**config.mk**
```make
export PLATFORM = sky130hd
export DESIGN_NAME = pix_demux
export DESIGN_NICKNAME = d
export VERILOG_FILES = /design/src/rtl/pix_demux_pkg.sv /design/src/rtl/pix_phase_ctr.sv /design/src/rtl/pix_capture.sv /design/src/rtl/pix_assemble.sv /design/src/rtl/pix_demux.sv
export SDC_FILE = /design/constraint.sdc
export NUM_CORES = 1
export LEC_CHECK = 0
export BUFFER_PORTS_ARGS = -buffer_cell sky130_fd_sc_hd__buf_2
export CAP_MARGIN = 20
export CORE_MARGIN = 10
export CORE_UTILIZATION = 35
export CTS_BUF_LIST = sky130_fd_sc_hd__clkbuf_2
export DETAILED_ROUTE_END_ITERATION = 10
export PLACE_DENSITY = 0.55
export RECOVER_POWER = 25
export SYNTH_ARGS = -nofsm -noshare
export SYNTH_HDL_FRONTEND = slang
export SYNTH_SLANG_ARGS = --single-unit
```
**constraint.sdc**
```tcl
create_clock -name clk -period 5.3 [get_ports clk]
set_clock_uncertainty 0.1 [all_clocks]
set_input_delay 0.265 -clock clk [delete_from_list [all_inputs] [get_ports clk]]
set_output_delay 0.265 -clock clk [all_outputs]
set_load 0.02 [all_outputs]
```
**src/rtl/pix_demux_pkg.sv**
```systemverilog
// Shared constants, format codes and channel widening helpers for the
// pixel input demultiplexer. Assumes 8-bit output channels.
package pix_demux_pkg;
    localparam int FMT_W = 4;
    localparam int BUS_W = 16;
    localparam int CH_W  = 8;
    localparam int PIX_W = 3 * CH_W;
    localparam int NSLOT = 3;
    localparam int PH_W  = 2;
    localparam int NFMT  = 10;

    typedef enum logic [FMT_W-1:0] {
        FMT_RGB565_W  = 4'd0,
        FMT_YCC_W     = 4'd1,
        FMT_RGB24_W2  = 4'd2,
        FMT_RGB555_W  = 4'd3,
        FMT_RGB24_N12A = 4'd4,
        FMT_RGB24_N12B = 4'd5,
        FMT_RGB24_B3  = 4'd6,
        FMT_RGB565_B2 = 4'd7,
        FMT_RGB555_B2 = 4'd8,
        FMT_YCC_B     = 4'd9
    } fmt_e;

    // Index of the final transfer of one pixel group for a format code
    function automatic logic [PH_W-1:0] last_phase(input logic [FMT_W-1:0] f);
        case (f)
            FMT_RGB565_W, FMT_RGB555_W: return 2'd0;
            FMT_RGB24_B3:               return 2'd2;
            FMT_YCC_B:                  return 2'd3;
            FMT_YCC_W, FMT_RGB24_W2, FMT_RGB24_N12A,
            FMT_RGB24_N12B, FMT_RGB565_B2, FMT_RGB555_B2: return 2'd1;
            default:                    return 2'd0;
        endcase
    endfunction

    function automatic logic is_reserved(input logic [FMT_W-1:0] f);
        return f >= FMT_W'(NFMT);
    endfunction

    // Widen a 5-bit channel by repeating its top bits
    function automatic logic [CH_W-1:0] widen5(input logic [4:0] v);
        return {v, v[4:2]};
    endfunction

    // Widen a 6-bit channel by repeating its top bits
    function automatic logic [CH_W-1:0] widen6(input logic [5:0] v);
        return {v, v[5:4]};
    endfunction
endpackage

```
**src/rtl/pix_phase_ctr.sv**
```systemverilog
// Transfer phase counter. Tracks which transfer of a pixel group the
// current bus sample is. sol_i forces the current sample to phase 0.
// A stored phase beyond the format's last one (after a format change) is
// treated as phase 0. Reserved formats hold the counter at 0.
module pix_phase_ctr
    import pix_demux_pkg::*;
(
    input  logic             clk,
    input  logic             rst_n,
    input  logic [FMT_W-1:0] fmt_i,
    input  logic             sol_i,
    output logic [PH_W-1:0]  cur_o
);
    logic [PH_W-1:0] phase_q;
    logic [PH_W-1:0] last;
    logic            rsvd;

    // Decode the group length and apply the start-of-line override
    always_comb begin
        last  = last_phase(fmt_i);
        rsvd  = is_reserved(fmt_i);
        cur_o = (sol_i || phase_q > last) ? '0 : phase_q;
    end

    // Advance the phase, wrapping after the last transfer of a group
    always_ff @(posedge clk) begin
        if (!rst_n)             phase_q <= '0;
        else if (rsvd)          phase_q <= '0;
        else if (cur_o == last) phase_q <= '0;
        else                    phase_q <= cur_o + PH_W'(1);
    end

    assert_sol_align_R10: assert property (@(posedge clk) disable iff (!rst_n)
        (sol_i && !rsvd && last != '0) |=> (phase_q == PH_W'(1)));
    assert_phase_range_R10: assert property (@(posedge clk) disable iff (!rst_n)
        rsvd |=> (phase_q == '0));
endmodule

```
**src/rtl/pix_capture.sv**
```systemverilog
// Holds the earlier transfers of a pixel group. Slot 0 keeps a full bus
// word (the 16-bit two-word formats need all of it); later slots are only
// used by byte formats and keep the low byte. Slot s loads when the current
// phase equals s.
module pix_capture
    import pix_demux_pkg::*;
(
    input  logic                       clk,
    input  logic                       rst_n,
    input  logic [PH_W-1:0]            cur_i,
    input  logic [BUS_W-1:0]           bus_i,
    output logic [BUS_W-1:0]           cap_full_o,
    output logic [NSLOT-1:1][CH_W-1:0] cap_byte_o
);
    genvar s;
    generate
        for (s = 0; s < NSLOT; s++) begin : g_slot
            if (s == 0) begin : g_word
                // Load the full first word of a group
                always_ff @(posedge clk) begin
                    if (!rst_n)           cap_full_o <= '0;
                    else if (cur_i == '0) cap_full_o <= bus_i;
                end
            end else begin : g_byte
                // Load the low byte of a later transfer
                always_ff @(posedge clk) begin
                    if (!rst_n)                    cap_byte_o[s] <= '0;
                    else if (cur_i == PH_W'(s))    cap_byte_o[s] <= bus_i[CH_W-1:0];
                end
            end
        end
    endgenerate
endmodule

```
**src/rtl/pix_assemble.sv**
```systemverilog
// Combinational pixel assembly. Given the format, the current phase, the
// stored earlier transfers and the live bus, reports whether a pixel is
// complete this cycle and builds it. For the 16-bit YCbCr format it also
// builds the second pixel of the pair, which the caller outputs next cycle.
module pix_assemble
    import pix_demux_pkg::*;
(
    input  logic [FMT_W-1:0]           fmt_i,
    input  logic [PH_W-1:0]            cur_i,
    input  logic [BUS_W-1:0]           cap_full_i,
    input  logic [NSLOT-1:1][CH_W-1:0] cap_byte_i,
    input  logic [BUS_W-1:0]           bus_i,
    output logic                       done_o,
    output logic [PIX_W-1:0]           pix_o,
    output logic                       ycc_o,
    output logic                       alt_req_o,
    output logic [PIX_W-1:0]           alt_pix_o
);
    logic [BUS_W-1:0] pair_w;

    // Rebuild a 16-bit word from two successive bytes
    assign pair_w = {cap_full_i[CH_W-1:0], bus_i[CH_W-1:0]};

    // Select the layout for the format and phase
    always_comb begin
        done_o    = 1'b0;
        ycc_o     = 1'b0;
        alt_req_o = 1'b0;
        pix_o     = '0;
        alt_pix_o = '0;
        case (fmt_i)
            FMT_RGB565_W: begin
                done_o = 1'b1;
                pix_o  = {widen5(bus_i[15:11]), widen6(bus_i[10:5]), widen5(bus_i[4:0])};
            end
            FMT_RGB555_W: begin
                done_o = 1'b1;
                pix_o  = {widen5(bus_i[14:10]), widen5(bus_i[9:5]), widen5(bus_i[4:0])};
            end
            FMT_YCC_W: if (cur_i == 2'd1) begin
                done_o    = 1'b1;
                ycc_o     = 1'b1;
                pix_o     = {cap_full_i[7:0], cap_full_i[15:8], bus_i[15:8]};
                alt_req_o = 1'b1;
                alt_pix_o = {bus_i[7:0], cap_full_i[15:8], bus_i[15:8]};
            end
            FMT_RGB24_W2: if (cur_i == 2'd1) begin
                done_o = 1'b1;
                pix_o  = {cap_full_i[15:8], cap_full_i[7:0], bus_i[15:8]};
            end
            FMT_RGB24_N12A: if (cur_i == 2'd1) begin
                done_o = 1'b1;
                pix_o  = {bus_i[11:4], bus_i[3:0], cap_full_i[11:8], cap_full_i[7:0]};
            end
            FMT_RGB24_N12B: if (cur_i == 2'd1) begin
                done_o = 1'b1;
                pix_o  = {cap_full_i[11:4], cap_full_i[3:0], bus_i[11:8], bus_i[7:0]};
            end
            FMT_RGB24_B3: if (cur_i == 2'd2) begin
                done_o = 1'b1;
                pix_o  = {cap_full_i[7:0], cap_byte_i[1], bus_i[7:0]};
            end
            FMT_RGB565_B2: if (cur_i == 2'd1) begin
                done_o = 1'b1;
                pix_o  = {widen5(pair_w[15:11]), widen6(pair_w[10:5]), widen5(pair_w[4:0])};
            end
            FMT_RGB555_B2: if (cur_i == 2'd1) begin
                done_o = 1'b1;
                pix_o  = {widen5(pair_w[14:10]), widen5(pair_w[9:5]), widen5(pair_w[4:0])};
            end
            FMT_YCC_B: begin
                if (cur_i == 2'd2) begin
                    done_o = 1'b1;
                    ycc_o  = 1'b1;
                    pix_o  = {cap_byte_i[1], cap_full_i[7:0], bus_i[7:0]};
                end else if (cur_i == 2'd3) begin
                    done_o = 1'b1;
                    ycc_o  = 1'b1;
                    pix_o  = {bus_i[7:0], cap_full_i[7:0], cap_byte_i[2]};
                end
            end
            default: ;
        endcase
    end
endmodule

```
**src/rtl/pix_demux.sv**
```systemverilog
// Multi-format pixel input demultiplexer, top level. Samples the bus every
// clock and outputs one registered 24-bit pixel per completed group, plus
// the waiting second pixel of a 16-bit YCbCr pair on the following cycle.
// Assumes a transfer on every clock; sol_i realigns the group phase.
module pix_demux
    import pix_demux_pkg::*;
(
    input  logic             clk,
    input  logic             rst_n,
    input  logic [3:0]       fmt_i,
    input  logic             sol_i,
    input  logic [15:0]      bus_i,
    output logic [23:0]      pix_o,
    output logic             pix_valid_o,
    output logic             pix_ycc_o
);
    logic [PH_W-1:0]            cur;
    logic [BUS_W-1:0]           cap_full;
    logic [NSLOT-1:1][CH_W-1:0] cap_byte;
    logic                       asm_done, asm_ycc, asm_alt_req;
    logic [PIX_W-1:0]           asm_pix, asm_alt_pix;
    logic                       alt_pend_q;
    logic [PIX_W-1:0]           alt_pix_q;

    pix_phase_ctr u_phase (
        .clk   (clk),
        .rst_n (rst_n),
        .fmt_i (fmt_i),
        .sol_i (sol_i),
        .cur_o (cur)
    );

    pix_capture u_cap (
        .clk        (clk),
        .rst_n      (rst_n),
        .cur_i      (cur),
        .bus_i      (bus_i),
        .cap_full_o (cap_full),
        .cap_byte_o (cap_byte)
    );

    pix_assemble u_asm (
        .fmt_i      (fmt_i),
        .cur_i      (cur),
        .cap_full_i (cap_full),
        .cap_byte_i (cap_byte),
        .bus_i      (bus_i),
        .done_o     (asm_done),
        .pix_o      (asm_pix),
        .ycc_o      (asm_ycc),
        .alt_req_o  (asm_alt_req),
        .alt_pix_o  (asm_alt_pix)
    );

    // Register the finished pixel, or release the waiting second YCbCr pixel
    always_ff @(posedge clk) begin
        if (!rst_n) begin
            pix_o       <= '0;
            pix_valid_o <= 1'b0;
            pix_ycc_o   <= 1'b0;
            alt_pend_q  <= 1'b0;
            alt_pix_q   <= '0;
        end else if (asm_done) begin
            pix_o       <= asm_pix;
            pix_valid_o <= 1'b1;
            pix_ycc_o   <= asm_ycc;
            alt_pend_q  <= asm_alt_req;
            alt_pix_q   <= asm_alt_pix;
        end else if (alt_pend_q && fmt_i == FMT_YCC_W) begin
            pix_o       <= alt_pix_q;
            pix_valid_o <= 1'b1;
            pix_ycc_o   <= 1'b1;
            alt_pend_q  <= 1'b0;
        end else begin
            pix_valid_o <= 1'b0;
            alt_pend_q  <= 1'b0;
        end
    end

    assert_reset_quiet_R1: assert property (@(posedge clk)
        !rst_n |=> !pix_valid_o);
    assert_single_rate_R2: assert property (@(posedge clk) disable iff (!rst_n)
        (fmt_i == FMT_RGB565_W || fmt_i == FMT_RGB555_W) |=> pix_valid_o);
    assert_second_ycc_R7: assert property (@(posedge clk) disable iff (!rst_n)
        (alt_pend_q && fmt_i == FMT_YCC_W) |=> (pix_valid_o && pix_ycc_o));
    assert_flag_kind_R9: assert property (@(posedge clk) disable iff (!rst_n)
        pix_valid_o |-> (pix_ycc_o == ($past(fmt_i) == FMT_YCC_W || $past(fmt_i) == FMT_YCC_B)));
    assert_reserved_silent_R11: assert property (@(posedge clk) disable iff (!rst_n)
        is_reserved(fmt_i) |=> !pix_valid_o);
    assert_latency_R12: assert property (@(posedge clk) disable iff (!rst_n)
        asm_done |=> pix_valid_o);
endmodule

```
==> results.py, run 1 <==
metrics = {
    "die": {
        "start_util": 0.3569,
        "die_h_um": 139.0,
        "rows": 43,
        "die_x_um": 139.0,
        "num_io_pins": 49,
        "dieArea_um2": 19310,
        "core_area_um2": 13880,
    },
    "route": {
        "post_drt_wl_per_cell_um": 24.25,
        "vias_per_cell": 6.075,
        "drcViolationCount": 0,
        "wl_mm": 20.13,
        "ant_nets": 0,
        "via_count": 5042,
        "drt_iter0_drc": 562,
        "drt_first_pass_iters": 6,
    },
    "synthesis": {
        "synth_seq_area_share": 0.3435,
        "synth.top_cell.area_share": 0.3435,
        "synth_area_um2": 4954,
        "avgSynthCellArea_um2": 8.041,
        "ys_ff_latch": 85,
        "async_flop_share": 0,
        "synthFlopType": "dfxtp_1",
        "syn_nets": 650,
        "yosysWarnings": 0,
        "netlist_instances": 616,
        "synth.distinct_cells": 68,
        "synth-edff-count": 0,
        "synth_top_area_cell": "dfxtp_1",
        "synth.area.top_cells": "dfxtp_1 (34%), mux2i_1 (6.1%), nand2_1 (5.8%)",
    },
    "clocking": {
        "cts_tree": "built",
        "cts_max_path_buffers": 2,
        "ctsResizeCount": 0,
        "cts_max_level": 3,
        "worst_skew_pair.late_latency_ps": 610,
        "cts-root-buf": "clkbuf_2",
        "clock-sinks": 85,
        "post_cts_buffers": 0,
        "path_clk_slew_ps": 260,
        "cts_buffers": 9,
    },
    "worst_setup_path": {
        "worst_path_largest_cell_delay_ps": 590,
        "reg2reg_slack_ps": 1210,
        "timing.rr.end": "pix_o[14]",
        "path_cells": "ha_1 -> nor2b_1 -> o31ai_2 -> clkbuf_1 -> and2_0 -> inv_1 -> ha_1 -> nand2_1 -> a211oi_1 -> a311oi_4 -> buf_4 -> a22oi_1 -> a311oi_1",
        "worst-setup-path-type": "reg -> reg",
        "worstSetupStartpointType": "register",
        "crit_end": "pix_o[14]",
        "startpoint": "u_phase.phase_q[1]",
        "critPathSlowestCell": "dfxtp_1",
        "arrival_ps": 4540,
        "crit_path_end_kind": "register",
        "reg2reg_depth": 13,
        "cpMostUsedCell": "ha_1",
        "regToRegStartpoint": "u_phase.phase_q[1]",
        "required_ps": 5750,
        "worstPathMaxFanout": 48,
    },
    "hold_path": {
        "min_path_cells": 4,
        "hold_path.class": "in -> reg",
    },
    "timing": {
        "hold_violations": 0,
        "max_freq_ghz": 0.2447,
        "rsz0062_at_grt": "false",
        "tightestPinTransition_ps": 809.5,
        "setup_viol": 0,
        "hold_ws_ps": 111.0,
        "period_needed_ps": 4086,
        "slew_violations": 0,
        "timing.max_slew.rel_slack": 0.4464,
        "fin_setup_tns_ps": 0,
        "post-route-period-util": 0.7710,
    },
    "finish": {
        "drive_above_1_share": 0.1017,
        "area_growth_pct": 11.95,
        "layout_commonest_cell": "dfxtp_1",
        "seq_area_um2": 1702,
        "multi_input_area_um2": 2948,
        "n_fill_cell": 1465,
        "mostFrequentLayoutCells": "dfxtp_1 (85), nand2_1 (76), nor2_1 (61), a21oi_1 (36), a22oi_1 (35)",
        "final_nets": 678,
    },
    "grt": {
        "antenna_found_initial": 1,
        "grt_max_degree": 49,
        "grt-ovfl-total": 0,
        "grt_pass1_wl_mm": 31.22,
        "grt_pass1_vias": 4940,
        "grt.total_usage": 0.2031,
    },
    "placed_design": {
        "gp_congestion": 0.9656,
        "place_hpwl_mm": 13.98,
        "portBuffers": 48,
    },
    "flow_run": {
        "max-cap-violations": 0,
    },
    "power": {
        "ir_drop_mv": 0.1203,
        "p_per_area_nw_per_um2": 237.8,
        "leakagePower_nw": 2.125,
        "total_power_w": 0.001319,
    },
    "outcome": {
        "outcome": "complete, no violations",
    },
}
[cells by family (layout without fill, tap and decap cells)]
group                      count (synthesis)  in the layout  synth area share
and+or+nand+nor                          226            226            0.2203
AOI/OAI and AO/OA                        185            185            0.2776
DFF                                       85             85            0.3435
buffers and inverters                     76            109           0.06441
muxes                                     31             31           0.06289
adders and majority gates                 11             11           0.02778
xor gates and xnor gates                   2              2          0.003537
other                                      0              1                 0
[sequential cells by signal, indices dropped and copies added (netlist names)]
register,cells
pix_ycc_o,1
u_cap.cap_full_o,16
alt_pix_q,24
u_phase.phase_q,2
pix_valid_o,1
u_cap.cap_byte_o,16
alt_pend_q,1
pix_o,24
[worst max-delay path, delay by kind of cell (launching register included)]
family	cells	cell delay, ps
AO/OA/AOI/OAI	5	1180
buffers and inverters	3	1010
AND/OR/NAND/NOR	3	570
flip-flops	1	590
adder cells (fa/ha/maj)	2	580
[cell usage after synthesis (all sizes together), types with 2 or more instances]
master    n
a2111oi   2
a211o     4
a211oi    5
a21o      3
a21oi    36
a221o     4
a221oi   16
a222oi    2
a22o      7
a22oi    35
a311oi    4
a31oi     4
a32o      4
a32oi     8
and2      7
and3      8
and3b     3
and4b     2
buf      19
clkbuf   46
dfxtp    85
ha       11
inv      11
mux2i    30
nand2    76
nand2b   11
nand3    16
nand3b    6
nand4     6
nor2     62
nor2b     6
nor3     11
nor3b     4
o21ai    25
o22ai     5
o311a     6
o31ai     4
xnor2     2
[area by class of cell]
| type | count | area share |
|---|---|---|
| timing repair buffer | 82 | 0.09183 |
| tap | 180 | 0.04061 |
| inverter | 11 | 0.007446 |
| clock buffer | 9 | 0.008123 |
| clock inverter | 7 | 0.01309 |
| multi-input combinational | 455 | 0.5316 |
| antenna | 1 | 0.0004513 |
| sequential | 85 | 0.3069 |
[metrics by stage]
step                        util  instances  cell area (um^2)  setup WS, ps
after detailed placement  0.3812        796              5291         875.8
final                     0.3995        830              5545          1214
after global placement    0.3801        795              5276         987.7
after floorplan                -        616              4954         902.8
after CTS                 0.4019        829              5579          1456
after global routing      0.3995        830              5545         976.4
[per-layer routing]
metal / share of wire / vias to the layer above / track usage
met2: 0.45 / 241 / 0.3175
met4: 0.025 / 0 / 0.06864
met5: 0 / - / 0
li1: - / 2328 / -
met3: 0.073 / 29 / 0.04212
met1: 0.45 / 2444 / 0.2703
[how the worst min path moves through the flow]
stage	endpoint	slack (ps)	start
3_5_place_dp	u_cap.cap_byte_o[10]	370	u_cap.cap_byte_o[10]
6_report	u_phase.phase_q[1]	110	fmt_i[1]
4_1_cts	u_phase.phase_q[1]	70	fmt_i[1]
2_1_floorplan	pix_o[10]	290	rst_n
3_3_place_gp	u_cap.cap_byte_o[10]	370	u_cap.cap_byte_o[10]
5_1_grt	u_phase.phase_q[1]	110	fmt_i[1]
[power breakdown]
part           leakage [nW]  switching [W]  internal [W]
clock                0.0703       0.000248      0.000111
combinational          1.36       0.000170     0.0000870
sequential            0.693      0.0000350      0.000668
[repair_timing]
action / in CTS / in global routing
hold buffers: 17 / 0
hold endpoints to repair: 59 / 0
setup endpoints to repair: 0 / 0
(Power assumes the default switching activity.)
==> inputs of run 2 (changes only) <==
--- a/config.mk
+++ b/config.mk
@@ -5,6 +5,7 @@
 export SDC_FILE = /design/constraint.sdc
 export NUM_CORES = 1
 export LEC_CHECK = 0
+export ABC_AREA = 1
 export BUFFER_PORTS_ARGS = -buffer_cell sky130_fd_sc_hd__buf_2
 export CAP_MARGIN = 20
 export CORE_MARGIN = 10
==> constraint.sdc (replaced) <==
create_clock -name clk -period 4.1 [get_ports clk]
set_clock_uncertainty 0.1 [all_clocks]
set_input_delay 0.205 -clock clk [delete_from_list [all_inputs] [get_ports clk]]
set_output_delay 0.205 -clock clk [all_outputs]
set_load 0.02 [all_outputs]
==> results.py, run 2 <==
metrics = {
    "outcome": {
        "outcome": "complete, no violations",
    },
    "synthesis": {
        "ys_ff_latch": 85,
        "synth_seq_area_share": 0.3137,
        "synthFlopType": "dfxtp_1",
        "synth-edff-count": 0,
        "synth.top_cell.area_share": 0.3137,
        "async_flop_share": 0,
        "synth.most_common_cell": "nand2_1",
        "synth.area.top_cells": "dfxtp_1 (31%), nand2_1 (20%), nor2_1 (11%)",
        "synth_area_um2": 5425,
        "yosysWarnings": 0,
        "synth_common_cells": "nand2_1 (285), nor2_1 (160), dfxtp_1 (85), inv_1 (73)",
        "avgSynthCellArea_um2": 5.988,
        "synth_top_area_cell": "dfxtp_1",
        "netlist_instances": 906,
        "syn_nets": 940,
        "synth.distinct_cells": 35,
    },
    "route": {
        "post_drt_wl_per_cell_um": 19.46,
        "ant_nets": 0,
        "drcViolationCount": 0,
        "via_count": 6122,
        "wl_mm": 22.38,
        "drt_iter0_drc": 564,
        "drt_first_pass_iters": 5,
        "vias_per_cell": 5.323,
    },
    "hold_path": {
        "hold_path.class": "in -> reg",
        "hp-start": "rst_n",
        "min_path_cells": 3,
        "hold_end": "pix_ycc_o",
    },
    "finish": {
        "final_nets": 991,
        "finalNonFillerCells": 1150,
        "layout_commonest_cell": "nand2_1",
        "drive_above_1_share": 0.07804,
        "mostFrequentLayoutCells": "nand2_1 (285), nor2_1 (159), dfxtp_1 (85), inv_1 (73)",
        "n_fill_cell": 1762,
        "largestRegisters": "alt_pix_q: 24 flops, pix_o: 24 flops",
        "area_growth_pct": 12.59,
        "post-route-util": 0.4018,
    },
    "timing": {
        "fin_setup_tns_ps": 0,
        "max_freq_ghz": 0.2745,
        "slew_violations": 0,
        "post-route-period-util": 0.8887,
        "hold_violations": 0,
        "timing.max_slew.rel_slack": 0.3073,
        "tightestPinTransition_ps": 1038,
        "rsz0062_at_grt": "false",
        "hold_ws_ps": 68.66,
        "setup_viol": 0,
        "period_needed_ps": 3644,
    },
    "clocking": {
        "cts_tree": "built",
        "path_clk_slew_ps": 260,
        "cts-root-buf": "clkbuf_2",
        "worst_skew_pair.late_latency_ps": 630,
        "cts_buffers": 9,
        "cts_max_path_buffers": 2,
        "clock-sinks": 85,
        "cts_max_level": 3,
    },
    "placed_design": {
        "portBuffers": 48,
        "gp_congestion": 1.021,
        "place_hpwl_mm": 16.56,
        "place_inst": 1115,
    },
    "worst_setup_path": {
        "worst-setup-path-type": "in -> reg",
        "timing.rr.end": "pix_o[21]",
        "worstSetupStartpointType": "input port",
        "cpMostUsedCell": "nand2_1",
        "crit_path_end_kind": "register",
        "worst_path_largest_cell_delay_ps": 530,
        "required_ps": 4560,
        "crit_cells": 25,
        "path_delay_family": "simple AND/OR/NAND/NOR gates",
        "critPathSlowestCell": "dlygate4sd3_1",
        "reg2reg_slack_ps": 1040,
        "arrival_ps": 4110,
        "worstPathMaxFanout": 22,
        "cp_num_buf_inv": 6,
        "regToRegStartpoint": "u_phase.phase_q[1]",
        "startpoint": "fmt_i[3]",
        "reg2reg_depth": 19,
    },
    "die": {
        "start_util": 0.3569,
        "core_area_um2": 15200,
        "num_io_pins": 49,
        "rows": 45,
        "die_h_um": 144.5,
        "die_x_um": 144.5,
        "dieArea_um2": 20880,
    },
    "power": {
        "total_power_w": 0.001784,
        "ir_drop_mv": 0.1941,
        "p_per_area_nw_per_um2": 292.0,
        "leakagePower_nw": 2.976,
    },
    "grt": {
        "grt_max_degree": 45,
        "grt_pass1_wl_mm": 34.26,
        "grt.total_usage": 0.2166,
        "grt-ovfl-total": 0,
        "grt_pass1_vias": 5725,
        "antenna_found_initial": 1,
    },
    "flow_run": {
        "max-cap-violations": 0,
    },
}
run 2: cell count changes after synthesis, moves of 26 or more:
cell	delta
inv_1	+63
clkbuf_1	-29
a22oi_1	-35
a21oi_1	+26
mux2i_1	-30
nand2_1	+209
nor2_1	+99
o21ai_0	+39
run 2: cell type report:
type / count / area (um^2) / share of cell area
Clock buffer: 10 / 50.05 / 0.008193
Clock inverter: 5 / 108.9 / 0.01782
Timing Repair Buffer: 82 / 521.8 / 0.08542
Antenna cell: 1 / 2.502 / 0.0004097
Tap cell: 188 / 235.2 / 0.03851
Multi-Input combinational cell: 691 / 3156 / 0.5166
Inverter: 88 / 332.8 / 0.05449
Sequential cell: 85 / 1702 / 0.2786
run 2: routing by layer:
layer | global-route usage | vias to the layer above | part of all wire
met2 | 0.3199 | 266 | 0.43
li1 | - | 2978 | -
met3 | 0.04690 | 38 | 0.078
met4 | 0.07872 | 0 | 0.029
met1 | 0.3007 | 2840 | 0.46
met5 | 0 | - | 0
run 2: how the worst max path moves through the flow:
| stage | end | slack [ps] |
|---|---|---|
| global placement | pix_o[18] | 340 |
| floorplan | pix_o[17] | 720 |
| finish | pix_o[21] | 460 |
| global route | pix_o[13] | 190 |
| CTS | pix_o[19] | 620 |
| detailed placement | pix_o[18] | 290 |
run 2: worst min-delay path, delay by kind of cell:
kind | cells | cell delay, ps
buffers and inverters | 1 | 360
AND/OR/NAND/NOR | 2 | 210
run 2: metrics by stage:
| stage | instance area, um^2 | setup WS (ps) |
|---|---|---|
| after CTS | 6140 | 617.8 |
| after detailed placement | 5791 | 288.2 |
| final | 6108 | 456.5 |
| after global placement | 5791 | 336.4 |
| after global routing | 6108 | 189.7 |
| after floorplan | 5425 | 722.7 |
run 2: power breakdown:
part | total [W] | switching, W | internal (W)
Clock | 0.000601 | 0.000335 | 0.000266
Combinational | 0.000298 | 0.000212 | 0.0000857
Sequential | 0.000885 | 0.0000213 | 0.000864
Total | 0.00178 | 0.000569 | 0.00122
run 2: cells by family (layout without fill, tap and decap cells):
family          count (synthesis)  count (layout)  share of synthesized area
compound gates                144             144                     0.1356
xor+xnor                        2               2                   0.003229
fa+ha+maj                      11              11                    0.02537
buf+inv                       130             185                     0.1052
flops                          85              85                     0.3137
other cells                     0               1                          0
simple gates                  534             534                     0.4170
run 2: timing repair:
item	CTS	global route
setup buffers	0	0
gates resized for setup	0	0
hold buffers	19	0
setup endpoints to repair	0	0
hold endpoints to repair	43	0
==> inputs of run 3 (changes only) <==
--- a/config.mk
+++ b/config.mk
@@ -12,7 +12,8 @@
 export CORE_UTILIZATION = 35
 export CTS_BUF_LIST = sky130_fd_sc_hd__clkbuf_2
 export DETAILED_ROUTE_END_ITERATION = 10
-export PLACE_DENSITY = 0.55
+export GPL_TIMING_DRIVEN = 0
+export PLACE_DENSITY = 0.58
 export RECOVER_POWER = 25
 export SYNTH_ARGS = -nofsm -noshare
 export SYNTH_HDL_FRONTEND = slang
==> results.py, run 3 (same netlist as run 2, synthesis figures left out) <==
metrics = {
    "grt": {
        "use_met3": 0.03313,
        "grt_max_degree": 16,
        "grt_util_met1": 0.3093,
        "antenna_found_initial": 1,
        "met2_usage": 0.3523,
        "busiest_layer": "met2",
        "grt_pass1_wl_mm": 35.54,
        "grt.total_usage": 0.2298,
        "grt-ovfl-total": 0,
        "grt_pass1_vias": 5994,
    },
    "route": {
        "wl_mm": 23.55,
        "ant_nets": 0,
        "vias_per_cell": 5.209,
        "via_count": 6142,
        "drcViolationCount": 0,
        "drt_iter0_drc": 619,
        "drt_first_pass_iters": 6,
        "post_drt_wl_per_cell_um": 19.97,
    },
    "worst_setup_path": {
        "crit_path_end_kind": "register",
        "worstPathMaxFanout": 10,
        "worst-setup-path-type": "in -> reg",
        "arrival_ps": 4220,
        "cpMostUsedCell": "nand2_1",
        "reg2reg_depth": 20,
        "worst_path_largest_cell_delay_ps": 300,
        "regToRegStartpoint": "u_phase.phase_q[1]",
        "reg2reg_slack_ps": 630,
        "worstSetupStartpointType": "input port",
        "timing.rr.end": "pix_o[22]",
        "critPathSlowestCell": "clkbuf_1",
        "required_ps": 4560,
    },
    "die": {
        "die_x_um": 144.5,
        "die_h_um": 144.5,
        "rows": 45,
        "core_area_um2": 15200,
        "num_io_pins": 49,
        "dieArea_um2": 20880,
        "start_util": 0.3569,
    },
    "finish": {
        "layout_commonest_cell": "nand2_1",
        "largestRegisters": "alt_pix_q: 24 flops, pix_o: 24 flops",
        "finalNonFillerCells": 1179,
        "design_area_um2": 6180,
        "mostFrequentLayoutCells": "nand2_1 (283), nor2_1 (159), dfxtp_1 (85), inv_1 (73)",
        "area_growth_pct": 13.91,
        "final_nets": 1019,
        "drive_above_1_share": 0.09091,
    },
    "timing": {
        "fin_setup_tns_ps": 0,
        "hold_violations": 0,
        "timing.max_slew.rel_slack": 0.4684,
        "max_freq_ghz": 0.2661,
        "rsz0062_at_grt": "false",
        "post-route-period-util": 0.9165,
        "slew_violations": 0,
        "period_needed_ps": 3758,
        "finalWorstSetupSlack_ps": 342.5,
        "setup_viol": 0,
        "tightestPinTransition_ps": 794.5,
    },
    "clocking": {
        "worst_skew_pair.late_latency_ps": 650,
        "cts_tree": "built",
        "cts_max_path_buffers": 2,
        "cts-root-buf": "clkbuf_2",
        "cts_max_level": 3,
        "clock-sinks": 85,
        "post_cts_buffers": 0,
        "path_clk_slew_ps": 290,
        "cts_buffers": 9,
    },
    "power": {
        "p_per_area_nw_per_um2": 263.2,
        "total_power_w": 0.001627,
        "leakagePower_nw": 3.018,
        "ir_drop_mv": 0.1095,
    },
    "placed_design": {
        "place_hpwl_mm": 18.35,
        "gp_congestion": 1.034,
        "portBuffers": 48,
        "placed_area_um2": 5901,
        "pre_cts_ws_ps": -670.8,
        "place_inst": 1142,
    },
    "outcome": {
        "outcome": "complete, no violations",
    },
    "hold_path": {
        "hp-start": "fmt_i[2]",
        "hold_path.class": "in -> reg",
        "hold_end": "alt_pix_q[15]",
        "min_path_cells": 6,
    },
    "flow_run": {
        "max-cap-violations": 0,
    },
}
[run 3: cell count changes in the layout (fill, tap and decap cells not counted), sizes merged]
cell,before,now
clkbuf,37,56
buf,36,44
bufinv,3,0
clkinvlp,1,3
clkinv,9,10
dlygate4sd3,19,20
inv,80,81
[run 3: power breakdown]
group	internal [W]	switching, W
combinational	0.0000935	0.000222
sequential	0.000864	0.0000187
clock	0.0000870	0.000342
[run 3: worst max path at each step]
stage	startpoint	end	cells after the start
6_report	fmt_i[0]	pix_o[22]	27
5_1_grt	fmt_i[0]	pix_o[20]	27
4_1_cts	fmt_i[0]	pix_o[6]	25
3_5_place_dp	fmt_i[0]	pix_o[6]	25
3_3_place_gp	fmt_i[0]	pix_o[6]	25
2_1_floorplan	fmt_i[0]	pix_o[17]	25
[run 3: per-stage QoR]
step	utilization	hold WS [ps]
floorplan	-	239.9
CTS	0.4077	61.22
finish	0.4065	99.21
detailed placement	0.3881	353.8
global placement	0.3881	351.9
global route	0.4065	125.9
[run 3: layer usage]
| metal | up-vias | wire length (um) |
|---|---|---|
| met2 | 245 | 10420 |
| met1 | 2804 | 10510 |
| met3 | 50 | 1732 |
| li1 | 3043 | - |
| met5 | - | 0 |
| met4 | 0 | 885 |
[run 3: cell type report]
type / instances / area (um^2)
clock inverters: 6 / 47.55
multi-input cells: 691 / 3161
diodes: 1 / 2.502
well taps: 188 / 235.2
clock buffers: 10 / 50.05
flip-flops and latches: 85 / 1702
plain buffers: 42 / 241.5
fillers: 1798 / 9022
inverters: 88 / 332.8
repair buffers: 68 / 407.9
[run 3: critical path: cells and delay by family]
kind / cells / cell delay [ps]
AND/OR/NAND/NOR: 15 / 2060
buffers and inverters: 8 / 1240
AO/OA/AOI/OAI: 1 / 100
adder cells (fa/ha/maj): 3 / 610
[run 3: timing repair]
item                       4_1_cts  5_1_grt
hold endpoints to repair        50        0
gates resized for setup          0        8
hold buffers                    20        0
setup endpoints to repair        0       34
